--- src/rtl/can_idf_pkg.sv ---
// Package: shared widths and bit positions for the identifier image.
// Assumes a 32-bit image with byte 0 in the most significant byte.
package can_idf_pkg;
    localparam int IMG_W   = 32;
    localparam int EXT_W   = 29;
    localparam int STD_W   = 11;
    localparam int IDE_POS = 19;
    localparam int MODE_W  = 2;
    typedef logic [IMG_W-1:0] img_t;
    typedef logic [EXT_W-1:0] ext_id_t;
endpackage

--- src/rtl/can_idf_pack.sv ---
// Module: packs a numeric identifier into the transmit image.
// Assumes id bits above STD_W-1 are ignored for standard frames.
module can_idf_pack
    import can_idf_pkg::*;
(
    input  ext_id_t id,
    input  logic    ext,
    output img_t    img
);
    localparam int STD_SHIFT = IMG_W - STD_W;

    // Select the standard or extended bit layout.
    always_comb begin
        if (ext) begin
            img = {id[28:18], 1'b0, 1'b1, id[17:15], id[14:7], id[6:0], 1'b0};
        end else begin
            img = {id[STD_W-1:0], {STD_SHIFT{1'b0}}};
        end
    end
endmodule

--- src/rtl/can_idf_unpack.sv ---
// Module: recovers the numeric identifier and IDE flag from an image.
// Assumes the image follows the layout produced by can_idf_pack.
module can_idf_unpack
    import can_idf_pkg::*;
(
    input  img_t    img,
    output ext_id_t id,
    output logic    ext
);
    localparam int PAD_W = EXT_W - STD_W;

    // Decode according to the IDE bit.
    always_comb begin
        ext = img[IDE_POS];
        if (ext) begin
            id = {img[31:21], img[18:16], img[15:8], img[7:1]};
        end else begin
            id = {{PAD_W{1'b0}}, img[31:21]};
        end
    end
endmodule

--- src/rtl/can_idf_match.sv ---
// Module: one code/mask comparator; a mask bit of 1 is don't-care.
// Assumes code, mask and image share the same bit layout.
module can_idf_match
    import can_idf_pkg::*;
(
    input  img_t img,
    input  img_t code,
    input  img_t mask,
    output logic hit
);
    // Compare only the bits whose mask bit is clear.
    always_comb begin
        hit = (((img ^ code) & ~mask) == '0);
    end
endmodule

--- src/rtl/can_id_filter.sv ---
// Module: top of the identifier acceptance filter. It packs transmit
// identifiers combinationally and registers the receive decode and filter
// result one cycle after rx_valid. Assumes filter k takes the k-th 32-bit
// word counted from the top of flt_code/flt_mask.
module can_id_filter
    import can_idf_pkg::*;
#(
    parameter int NUM_FILT = 2
) (
    input  logic                      clk,
    input  logic                      rst_n,
    input  logic [EXT_W-1:0]          tx_id,
    input  logic                      tx_ext,
    output logic [IMG_W-1:0]          tx_image,
    input  logic                      rx_valid,
    input  logic [IMG_W-1:0]          rx_image,
    input  logic [MODE_W-1:0]         flt_mode,
    input  logic [NUM_FILT*IMG_W-1:0] flt_code,
    input  logic [NUM_FILT*IMG_W-1:0] flt_mask,
    output logic                      acc_valid,
    output logic                      acc_hit,
    output logic [((NUM_FILT>1)?$clog2(NUM_FILT):1)-1:0] acc_idx,
    output logic [EXT_W-1:0]          id_out,
    output logic                      id_ext
);
    localparam int IDX_W = (NUM_FILT > 1) ? $clog2(NUM_FILT) : 1;

    logic [NUM_FILT-1:0] hit_vec;
    logic                any_hit;
    logic [IDX_W-1:0]    first_idx;
    ext_id_t             dec_id;
    logic                dec_ext;
    logic                mode_ok;

    can_idf_pack u_pack (.id(tx_id), .ext(tx_ext), .img(tx_image));

    can_idf_unpack u_unpack (.img(rx_image), .id(dec_id), .ext(dec_ext));

    genvar g;
    generate
        for (g = 0; g < NUM_FILT; g++) begin : g_filt
            can_idf_match u_match (
                .img (rx_image),
                .code(flt_code[(NUM_FILT-g)*IMG_W-1 -: IMG_W]),
                .mask(flt_mask[(NUM_FILT-g)*IMG_W-1 -: IMG_W]),
                .hit (hit_vec[g])
            );
        end
    endgenerate

    // Pick the lowest-numbered matching filter.
    always_comb begin
        any_hit   = 1'b0;
        first_idx = '0;
        for (int k = NUM_FILT - 1; k >= 0; k--) begin
            if (hit_vec[k]) begin
                any_hit   = 1'b1;
                first_idx = IDX_W'(k);
            end
        end
    end

    // Only the dual 32-bit mode accepts frames.
    always_comb begin
        mode_ok = (flt_mode == '0);
    end

    // Register the result on a strobe; hold the decode otherwise.
    always_ff @(posedge clk) begin
        if (!rst_n) begin
            acc_valid <= 1'b0;
            acc_hit   <= 1'b0;
            acc_idx   <= '0;
            id_out    <= '0;
            id_ext    <= 1'b0;
        end else begin
            acc_valid <= rx_valid;
            acc_hit   <= rx_valid && mode_ok && any_hit;
            if (rx_valid) begin
                acc_idx <= first_idx;
                id_out  <= dec_id;
                id_ext  <= dec_ext;
            end
        end
    end

    // the result pulse follows each strobe by one cycle.
    p_valid_follows_r7: assert property (@(posedge clk) disable iff (!rst_n)
        rx_valid |=> acc_valid);
    p_no_spurious_r7: assert property (@(posedge clk) disable iff (!rst_n)
        !rx_valid |=> !acc_valid);
    // a non-zero mode never accepts.
    p_mode_blocks_r8: assert property (@(posedge clk) disable iff (!rst_n)
        (rx_valid && flt_mode != '0) |=> !acc_hit);
    // the hit flag only appears with the valid pulse.
    p_hit_qualified_r10: assert property (@(posedge clk) disable iff (!rst_n)
        acc_hit |-> acc_valid);
    // the decode holds through idle cycles.
    p_hold_r10: assert property (@(posedge clk) disable iff (!rst_n)
        !rx_valid |=> ($stable(id_out) && $stable(id_ext) && $stable(acc_idx)));
    // the extended flag follows the IDE bit of the strobed image.
    p_ide_r3: assert property (@(posedge clk) disable iff (!rst_n)
        rx_valid |=> (id_ext == $past(rx_image[IDE_POS])));
    // a filter-0 match while enabled is always accepted at index 0.
    p_prio_r6: assert property (@(posedge clk) disable iff (!rst_n)
        (rx_valid && mode_ok && hit_vec[0]) |=> (acc_hit && acc_idx == '0));
endmodule

--- config.mk ---
export PLATFORM = sky130hd
export DESIGN_NAME = can_id_filter
export DESIGN_NICKNAME = d
export VERILOG_FILES = /design/src/rtl/can_idf_pkg.sv /design/src/rtl/can_idf_pack.sv /design/src/rtl/can_idf_unpack.sv /design/src/rtl/can_idf_match.sv /design/src/rtl/can_id_filter.sv
export SDC_FILE = /design/constraint.sdc
export NUM_CORES = 1
export LEC_CHECK = 0
export ABC_AREA = 1
export ABC_CLOCK_PERIOD_IN_PS = 1200
export BUFFER_PORTS_ARGS = -buffer_cell sky130_fd_sc_hd__buf_4
export CORE_AREA = 3 3 99 101
export CTS_CLUSTER_DIAMETER = 30
export DETAILED_ROUTE_END_ITERATION = 16
export DIE_AREA = 0 0 102 104
export PLACE_DENSITY_LB_ADDON = 0.3
export SYNTH_ARGS = -nofsm -noshare
export SYNTH_HDL_FRONTEND = slang
export SYNTH_SLANG_ARGS = --single-unit
--- constraint.sdc ---
create_clock -name clk -period 1.2 [get_ports clk]
set_input_delay 0.18 -clock clk [delete_from_list [all_inputs] [get_ports clk]]
set_output_delay 0.18 -clock clk [all_outputs]
set_load 0.05 [all_outputs]
* Word level (Yosys, flattened, before mapping)
Cells that the tools add are included.
** Operators by class
- Bitwise gates (word level) :: 6
- Reductions and logical operators :: 5
- Mux-type cells :: 5
** Operators with widths (count)
- bitwise AND 32 bit :: 2
- zero test 32 bit :: 2
- NOT 32 bit :: 2
- bitwise XOR 32 bit :: 2
- two-way mux 32 bit :: 1
- two-way mux 29 bit :: 1
- two-way mux 1 bit :: 3
- logical AND 1 bit :: 2
- zero test 2 bit :: 1
** Storage, ports and cells
- Flip-flop bits (word level) :: 33
- Input bits :: 195
- Output and inout bits :: 65
- Word-level logic and storage cells :: 21

* Depth between registers and ports, before layout
Gate-level depths: netlist of the first run.
- Depth in word-level cells :: 6
- Mapped depth :: 12

* Hierarchy
Synthesis of the first run repeated with hierarchy kept, for this count alone.
** Second synthesis, totals
- Cells, all modules :: 706
- Area, all modules :: 3374.5 µm²
** By module, submodules not included
- can_idf_match :: instances 2, area each 803.3 µm², cells an instance 205, sequential area each 0.0 µm²
- can_id_filter :: instances 1, area each 1151.1 µm², cells an instance 143, sequential area each 660.6 µm²
- can_idf_pack :: instances 1, area each 317.8 µm², cells an instance 78, sequential area each 0.0 µm²
- can_idf_unpack :: instances 1, area each 299.0 µm², cells an instance 75, sequential area each 0.0 µm²

* Least setup slack after synthesis of the first run
OpenSTA, ideal clock, no wires.
- Path type :: input-to-output
- Start point :: in tx_ext
- End point :: out tx_image[11]
- Setup slack :: -0.093 ns
- Arrival time :: 1.113 ns
- Data required time :: 1.020 ns
- Buffers on the path :: 2
- Stages :: 4
- Cell sequence :: clkbuf_1 clkbuf_1 nand2_1 inv_1
** On the way
- Word-level cells in the longest chain between the ends :: 1
** Ends and longest elaborated chain
- from (decl) :: line can_id_filter.sv:13 : input logic tx_ext,
- two-way mux 32 bit :: line can_idf_pack.sv:14 : if (ext) begin
- to (decl) :: line can_id_filter.sv:14 : output logic [IMG_W-1:0] tx_image,
No other way between the ends.

* Worst setup path in the final report of the first run
- Start point :: in tx_ext
- End point :: out tx_image[31]
The elaborated chain is that of the path after synthesis.

==> metrics, run 1 <==
Placed Cells=972; Non-Filler Instances=980; largest fanout on the critical path=23; crit start category=input port; Fill cells=904; max frequency=911 MHz; Post-Route WL=13.2 mm; Post-Syn Area=between 0.003 and 0.004 sq mm; largest net degree at the start of global routing=24; CP arrival=between 900 and 1000 ps; Yosys reg bits=33; WP data required=1020 ps; DP Wirelength=11.5 mm; DRT iter0 DRCs=154; setup ws final=102 ps; Die Wd=102 um; CTS clk-pin slew, worst paths=70 ps; WL/cell=13.5 um; Clock Latency Late Sink=280 ps; run status=finished clean; Final Max Slew Viols=0; Post-CTS Repair Setup Buffers=0; Synth Warn #=0; placed instance area=roughly 0.0053 sq mm; setup slack at placement=-151 ps; area grow syn2layout=77.7%; diode count=0; global-route wire length before repair=19.5 mm; Setup Crit Path Kind=input port to output pin; Vias=between 4000 and 5000; CTS tree=built; die height=104 um; final hold viol count=0; Via density=4.54; die area=0.0106 sq mm; initial antenna violation count=0; CP endpoint kind=output pin; row cnt=35; Final Skew=0 ps; Remaining Overflow, GRT=0; vias in the first global route=4170; CTS H-tree depth=2; Pre-Repair DR Iteration Count=5; Core ar.=roughly 0.0091 sq mm; sequential area share after synthesis=a little over a fifth; Post-Syn Instances=591; initial core utilization=33.7%; residual DRC count=0; Pwr Density=between 700 and 800 mW/mm^2; final cycle utilization of the critical path=91.5%; maximum buffer depth of the clock tree=2; Max Cap Viol=0; Yosys cell types=20; RSZ-0062 raised after global routing=false; num ports=260; share of cells above drive strength 1=36.9%; CTS Buf Count=5; Port Buf Inserts=approximately 260; layout net count=1063; Layout Cell Area excl Fill=0.00545 sq mm; Clock Sinks=33; global-route usage over all layers=23.3%; HP Class=input port to register; post-route ant nets=0; length in cells of the worst reg-to-reg path=2; RePlAce Congestion=0.895; Syn Area/Cell=about 5.2 sq um; peak supply drop=0.000404 V; WHS Path Cells=4; final-report setup violation count=0; Root Buffer=clkbuf_8; Leak Pwr=3.22 nW; Final min period=1100 ps
## layout make-up
type	instances	area, sq um	share of cell area, %
Timing Repair Buffer	289	2190	40.1
Sequential cell	33	661	12.1
Inverter	121	492	9.02
Clock inverter	1	30.0	0.551
Clock buffer	7	86.3	1.58
Tap cell	111	139	2.55
Multi-Input combinational cell	418	1860	34.1
## metal layers
layer	track usage (%)	vias to the layer above	routed length (um)
met5	0	-	0
met4	7.97	0	392
met3	4.29	24	1090
met2	45.2	181	6990
met1	24.1	1929	4740
li1	-	2312	-
## power by group
part | internal [W] | switching [W] | leakage (nW)
combinational | 0.000862 | 0.00107 | 2.89
clock | 0.000677 | 0.000423 | 0.0585
sequential | 0.00115 | 0.0000288 | 0.271
## final timing paths
path          startpoint      endpoint  slack, ps
max               tx_ext  tx_image[31]        100
min reg2reg   id_out[28]    id_out[28]        470
min          flt_mode[0]       acc_hit        150
max reg2reg    id_out[0]     id_out[0]        550
## registers in the layout, summed over array words and instances, names as in the netlist
register and cells:
id_ext 1, acc_hit 1, acc_valid 1, acc_idx 1, id_out 29
## critical path, stage by stage
cell,delay [ps]
buf_6,170
mux2_2,360
buf_4,190
## cells by family after synthesis
group	share of synthesized area [%]
buffers and inverters	18.0
other	0.122
DFF	21.5
AOI/OAI and AO/OA	8.93
and+or+nand+nor	47.3
muxes	4.04
## through the flow
stage / TNS (ps) / hold slack [ps] / power [W] / util [%]
finish: 0 / 149 / 0.00421 / 59.8
detailed placement: -258 / 443 / 0.00314 / 58.5
CTS: 0 / 140 / 0.00424 / 59.8
global placement: -202 / 453 / 0.00311 / 58.5
floorplan: 0 / 292 / 0.00217 / -
global route: 0 / 151 / 0.00443 / 59.8
## repair_timing
item / in CTS / in global routing
hold endpoints to repair: 0 / 0
endpoints found under the setup margin: 0 / 3
hold buffers: 0 / 0
resized for setup: 0 / 1
## cell usage after synthesis (all sizes together)
| cell type | n | area, sq um |
|---|---|---|
| o21ai | 11 | 55.1 |
| dfxtp | 33 | 661 |
| a21oi | 43 | 219 |
| clkbuf | 15 | 60.1 |
| inv | 121 | 454 |
| conb | 1 | 3.75 |
| buf | 5 | 38.8 |
| nand2 | 216 | 811 |
| nand3b | 22 | 165 |
| nand4 | 1 | 6.26 |
| nor2 | 78 | 295 |
| nand3 | 34 | 175 |
| mux2 | 11 | 124 |
## placed cells by master, fill, tap and decap left out, drive strengths merged
cell / Yosys / final
buf: 5 / 289
o21ai: 11 / 11
nand3: 34 / 34
a21oi: 43 / 43
nor2: 78 / 78
bufinv: 0 / 1
clkinvlp: 0 / 10
nand3b: 22 / 22
nand2: 216 / 216
nand4: 1 / 1
inv: 121 / 111
dfxtp: 33 / 33
clkbuf: 15 / 7
mux2: 11 / 11
conb: 1 / 2
Note: power is estimated with default switching activity, not from simulation.
==> run 2, diff against run 1 <==
--- a/config.mk
+++ b/config.mk
@@ -13,6 +13,7 @@
 export DETAILED_ROUTE_END_ITERATION = 16
 export DIE_AREA = 0 0 102 104
 export PLACE_DENSITY_LB_ADDON = 0.3
+export REMOVE_ABC_BUFFERS = 1
 export SYNTH_ARGS = -nofsm -noshare
 export SYNTH_HDL_FRONTEND = slang
 export SYNTH_SLANG_ARGS = --single-unit
==> metrics, run 2 (synthesis gave the netlist of run 1 again) <==
Die Wd=102 um; Net Sw Power=between 0.001 and 0.0015 W; GR peak layer=met2; final-report setup violation count=0; DRT iter0 DRCs=between 100 and 150; power share of the sequential group=30.2%; length in cells of the worst reg-to-reg path=2; Post-CTS Repair Setup Buffers=0; run status=finished clean; CP dominant cell by count=buf_4; Post-Route WL=between 10 and 15 mm; Fill cells=918; setup ws final=~44 ps; Pre-Repair DR Iteration Count=4; WHS Path Cells=3; worst reg-to-reg setup slack=570 ps; die area=0.0106 sq mm; peak supply drop=0.000419 V; max frequency=865 MHz; slowest CP cell=mux2_2; CTS tree=built; final hold viol count=0; WP data required=1020 ps; Via density=4.48; Clock Latency Late Sink=280 ps; num ports=260; Comb power frac=48.6%; register area=between 600 and 700 sq um; Placed Cells=970; met1 Usage GRT=around a quarter; Root Buffer=clkbuf_8; HP Class=input port to register; maximum buffer depth of the clock tree=2; row cnt=35; Clock Sinks=33; RePlAce Congestion=0.825; max FFs per register=29; post-route ant nets=0; initial antenna violation count=0; CTS Buf Count=5; diode count=0; Max Cap Viol=0; met3 usage=4.16%; largest net degree at the start of global routing=31; initial core utilization=33.7%; Final TNS setup=0 ps; placed instance area=approximately 0.0053 sq mm; area grow syn2layout=74.3%; RSZ-0062 raised after global routing=false; die height=around 100 um; share of cells above drive strength 1=35.6%; post-CTS sizing=0; Port Buf Inserts=257; r2r endpoint=id_out[3]; Final min period=1160 ps; hold buffer count at cts=0; Clock power frac=21.2%; Final Max Slew Viols=0; WHS Endpoint=id_out[7]; CP arrival=980 ps; Pwr Density=727 mW/mm^2; area of the multi-input gates=0.00186 sq mm; Final Skew=0 ps; layout net count=between 1000 and 1500; WL/cell=approximately 13 um; Core ar.=0.00911 sq mm; Setup Crit Path Kind=input port to output pin; Non-Filler Instances=978; global-route wire length before repair=around 18 mm; worst reg2reg startpoint=id_out[3]; final cycle utilization of the critical path=96.3%; switching part of the total power=between 30% and 40%; Vias=between 4000 and 5000; Reg with most FFs=id_out; largest fanout on the critical path=21; residual DRC count=0; global-route usage over all layers=21.7%; Layout Cell Area excl Fill=0.00535 sq mm; CTS clk-pin slew, worst paths=~70 ps; Int Power=0.00240 W; crit start category=input port; grt met2 use=41.5%; Crit path largest cell delay=370 ps; worst hold start=rx_image[8]; DP Wirelength=10.7 mm; CP endpoint kind=output pin; setup slack at placement=-142 ps; CTS H-tree depth=2; commonest cells after routing, fill and taps aside=buf_4, nand2_1, inv_1; vias in the first global route=4085; critical path cell sequence=buf_4, mux2_2, buf_4; Remaining Overflow, GRT=0; Leak Pwr=3.26 nW; commonest non-fill, non-tap cell in the layout=buf_4
-- run 2: area by class of cell --
cell class              count  share of cell area, %
inverters                 121                   8.49
multi-input cells         418                   34.7
well taps                 111                   2.60
flip-flops and latches     33                   12.4
clock inverters             2                  0.187
repair buffers            287                   40.3
clock buffers               6                   1.36
-- run 2: worst max path at each step --
stage | depth (start not counted) | slack (ps) | to | from
4_1_cts | 3 | 40 | tx_image[31] | tx_ext
6_report | 3 | 40 | tx_image[31] | tx_ext
3_5_place_dp | 10 | -140 | acc_idx | rx_image[6]
2_1_floorplan | 11 | 180 | acc_idx | rx_image[19]
5_1_grt | 3 | 9 | tx_image[31] | tx_ext
3_3_place_gp | 11 | -80 | acc_idx | rx_image[9]
-- run 2: layer usage --
layer,vias up,part of all wire (%)
met1,1891,38
met5,-,0
li1,2310,-
met3,16,7.1
met2,165,53
met4,0,1.8
-- run 2: power groups by stage --
stage,combinational (W),clock [W],sequential [W]
after floorplan,0.000710,0,0.00138
after global placement,0.00187,0,0.00120
after detailed placement,0.00190,0,0.00120
after CTS,0.00190,0.000845,0.00117
after global routing,0.00205,0.000908,0.00118
final,0.00189,0.000823,0.00117
-- run 2: stage by stage --
step           power, W  hold WS, ps  util, %
2_1_floorplan   0.00209          292        -
3_3_place_gp    0.00307          453     57.8
3_5_place_dp    0.00310          455     57.8
4_1_cts         0.00392          186     58.7
5_1_grt         0.00414          206     58.7
6_report        0.00389          195     58.7
-- run 2: worst max-delay path, delay by kind of cell --
kind,cells,cell delay [ps]
buffers and inverters,2,420
muxes,1,370
==> run 3, diff against run 2 <==
--- a/config.mk
+++ b/config.mk
@@ -8,12 +8,14 @@
 export ABC_AREA = 1
 export ABC_CLOCK_PERIOD_IN_PS = 1200
 export BUFFER_PORTS_ARGS = -buffer_cell sky130_fd_sc_hd__buf_4
-export CORE_AREA = 3 3 99 101
+export CORE_AREA = 3 3 101 103
 export CTS_CLUSTER_DIAMETER = 30
 export DETAILED_ROUTE_END_ITERATION = 16
-export DIE_AREA = 0 0 102 104
+export DIE_AREA = 0 0 104 106
 export PLACE_DENSITY_LB_ADDON = 0.3
 export REMOVE_ABC_BUFFERS = 1
+export SETUP_SLACK_MARGIN = 0.15
 export SYNTH_ARGS = -nofsm -noshare
 export SYNTH_HDL_FRONTEND = slang
+export SYNTH_HIERARCHICAL = 1
 export SYNTH_SLANG_ARGS = --single-unit
==> metrics, run 3 <==
run status=finished clean; sequential area share after synthesis=19.6%; vias in the first global route=3995; met2 wire length=6.01 mm; final cycle utilization of the critical path=84.5%; largest net degree at the start of global routing=33; r2r endpoint=id_out[4]; Top FF cell, synth=dfxtp_1; Die Wd=104 um; Clock Latency Late Sink=290 ps; Net Sw Power=0.00164 W; DRT iter0 DRCs=about 220; row cnt=35; Remaining Overflow, GRT=0; Buf/Inv on CP=1; Reg with most FFs=id_out; commonest non-fill, non-tap cell in the layout=buf_4; Clock power frac=24.8%; worst reg2reg startpoint=id_out[4]; WP data required=approximately 1000 ps; ys async rst share=0%; RSZ-0062 raised after global routing=true; Yosys reg bits=33; Synth Warn #=6; CTS tree=built; total power=0.00442 W; switching part of the total power=37.0%; CP Launch Point=id_ext; die height=106 um; Port Buf Inserts=257; Synth Area in Compound Gates=between 4 and 5%; share of cells above drive strength 1=roughly 33%; final hold viol count=0; CTS clk-pin slew, worst paths=70 ps; top-count cell post-synth=nand2_1; Core ar.=0.00928 sq mm; length in cells of the worst reg-to-reg path=2; initial core utilization=36.3%; Commonest cells post-synth=nand2_1, inv_1, nor2_1; Final TNS setup=0 ps; area grow syn2layout=73.8%; global-route usage over all layers=20.6%; worst reg-to-reg setup slack=570 ps; residual DRC count=0; Vias=4661; power share of the sequential group=27.2%; Synth Area in Adders=0%; Pre-Repair DR Iteration Count=4; HP Class=input port to register; post-route ant nets=0; Post-Route WL=around 12 mm; Top Layer Used=met4; Leak Pwr=3.89 nW; Final Max Slew Viols=0; hold buffer count at cts=0; peak supply drop=about 0.00072 V; Yosys cell types=16; Root Buffer=clkbuf_8; maximum buffer depth of the clock tree=2; Post-Synth Simple-Gate Area=about 52%; critical path cell sequence=buf_4; CTS H-tree depth=2; layout net count=1188; Post-Syn Instances=slightly above 700; synth top area cells=nand2_1, dfxtp_1, inv_1, nor2_1, o21ai_0; Critical Path Stages=1; slowest CP cell=dfxtp_1; final-report setup violation count=0; initial antenna violation count=0; Comb power frac=48.0%; max frequency=around 990 MHz; die area=0.0110 sq mm; CTS Buf Count=5; max FFs per register=29; Final min period=~1000 ps; Synth top area share=between 20% and 30%; commonest cells after routing, fill and taps aside=buf_4, nand2_1, inv_1; diode count=0; largest fanout on the critical path=2; XOR/XNOR Fraction of Synth Area=0%; RePlAce Congestion=0.838; Critical Path End=id_ext; M1 wire length=5.44 mm; Int Power=between 0.002 and 0.003 W; mux share of post-synthesis cell area=0%; number of synthesized flops with an enable pin=0; Via density=4.15; CP arrival=830 ps; num ports=260; Placed Cells=about 1100; Syn Area/Cell=4.78 sq um; Final Skew=0 ps; DP Wirelength=10.2 mm; Post-Syn Area=0.00337 sq mm; metal3 WL=slightly above 800 um; Non-Filler Instances=1123; global-route wire length before repair=19.0 mm; largest area contributor in the synthesized netlist=nand2_1; Max Cap Viol=0; Layout Cell Area excl Fill=0.00586 sq mm; Pwr Density=753 mW/mm^2; crit start category=register; Setup Crit Path Kind=register to output pin; CP endpoint kind=output pin; Crit path max-delay family=flip-flops; WL/cell=between 10 and 15 um; placed instance area=about 0.0056 sq mm; main combinational cell family by area after synthesis=simple AND/OR/NAND/NOR gates; Crit path largest cell delay=350 ps; final core area utilization=63.2%; Clock Sinks=33
-- run 3: changes by cell type after synthesis, moves of 3 or more --
cell      delta
inv_1       +47
clkbuf_8     +3
buf_4        +3
o21ai_0     +20
nor2_1      +79
clkbuf_2     +3
nand3b_1    -14
mux2_2      -11
nand3_1     -11
buf_2        +6
clkbuf_1    -14
a21oi_1     -41
nand2_1     +46
-- run 3: per-layer routing --
| layer | track usage (%) | vias to the layer above |
|---|---|---|
| met5 | 0 | - |
| met4 | 2.66 | 0 |
| met3 | 4.31 | 5 |
| met2 | 36.6 | 144 |
| met1 | 26.4 | 1943 |
| li1 | - | 2569 |
-- run 3: worst min-delay path by stage --
stage / start / endpoint / slack, ps / depth (start not counted)
after floorplan: rx_valid / acc_valid / 290 / 2
after global placement: flt_mode[0] / acc_hit / 440 / 4
after detailed placement: flt_mode[0] / acc_hit / 440 / 4
after CTS: flt_mode[0] / acc_hit / 120 / 4
after global routing: flt_mode[0] / acc_hit / 160 / 4
final: flt_mode[0] / acc_hit / 130 / 4
-- run 3: cell families after synthesis --
group | after synthesis
buffers and inverters | 188
DFF | 33
other | 1
and+or+nand+nor | 452
AOI/OAI and AO/OA | 32
-- run 3: layout make-up --
| cell class | instances | area, sq um |
|---|---|---|
| Fill cell | 965 | 3420 |
| Clock inverter | 1 | 30.0 |
| Tap cell | 129 | 161 |
| Clock buffer | 7 | 86.3 |
| Inverter | 167 | 627 |
| Sequential cell | 33 | 661 |
| Multi-Input combinational cell | 486 | 1980 |
| Timing Repair Buffer | 300 | 2320 |
-- run 3: power by group through the flow --
stage               clock network, W  registers [W]  logic [W]
floorplan                          0        0.00146   0.000770
global placement                   0        0.00122    0.00207
detailed placement                 0        0.00122    0.00208
CTS                          0.00111        0.00120    0.00208
global route                 0.00115        0.00121    0.00233
finish                       0.00110        0.00120    0.00212
-- run 3: through the flow --
stage,hold slack [ps],setup WS [ps]
finish,130,185
global route,162,69.5
CTS,122,159
detailed placement,435,-126
global placement,437,-139
floorplan,292,186
-- run 3: timing repair --
action,in CTS,in global routing
resized for setup,0,41
setup endpoints to repair,0,15
buffers inserted,0,1
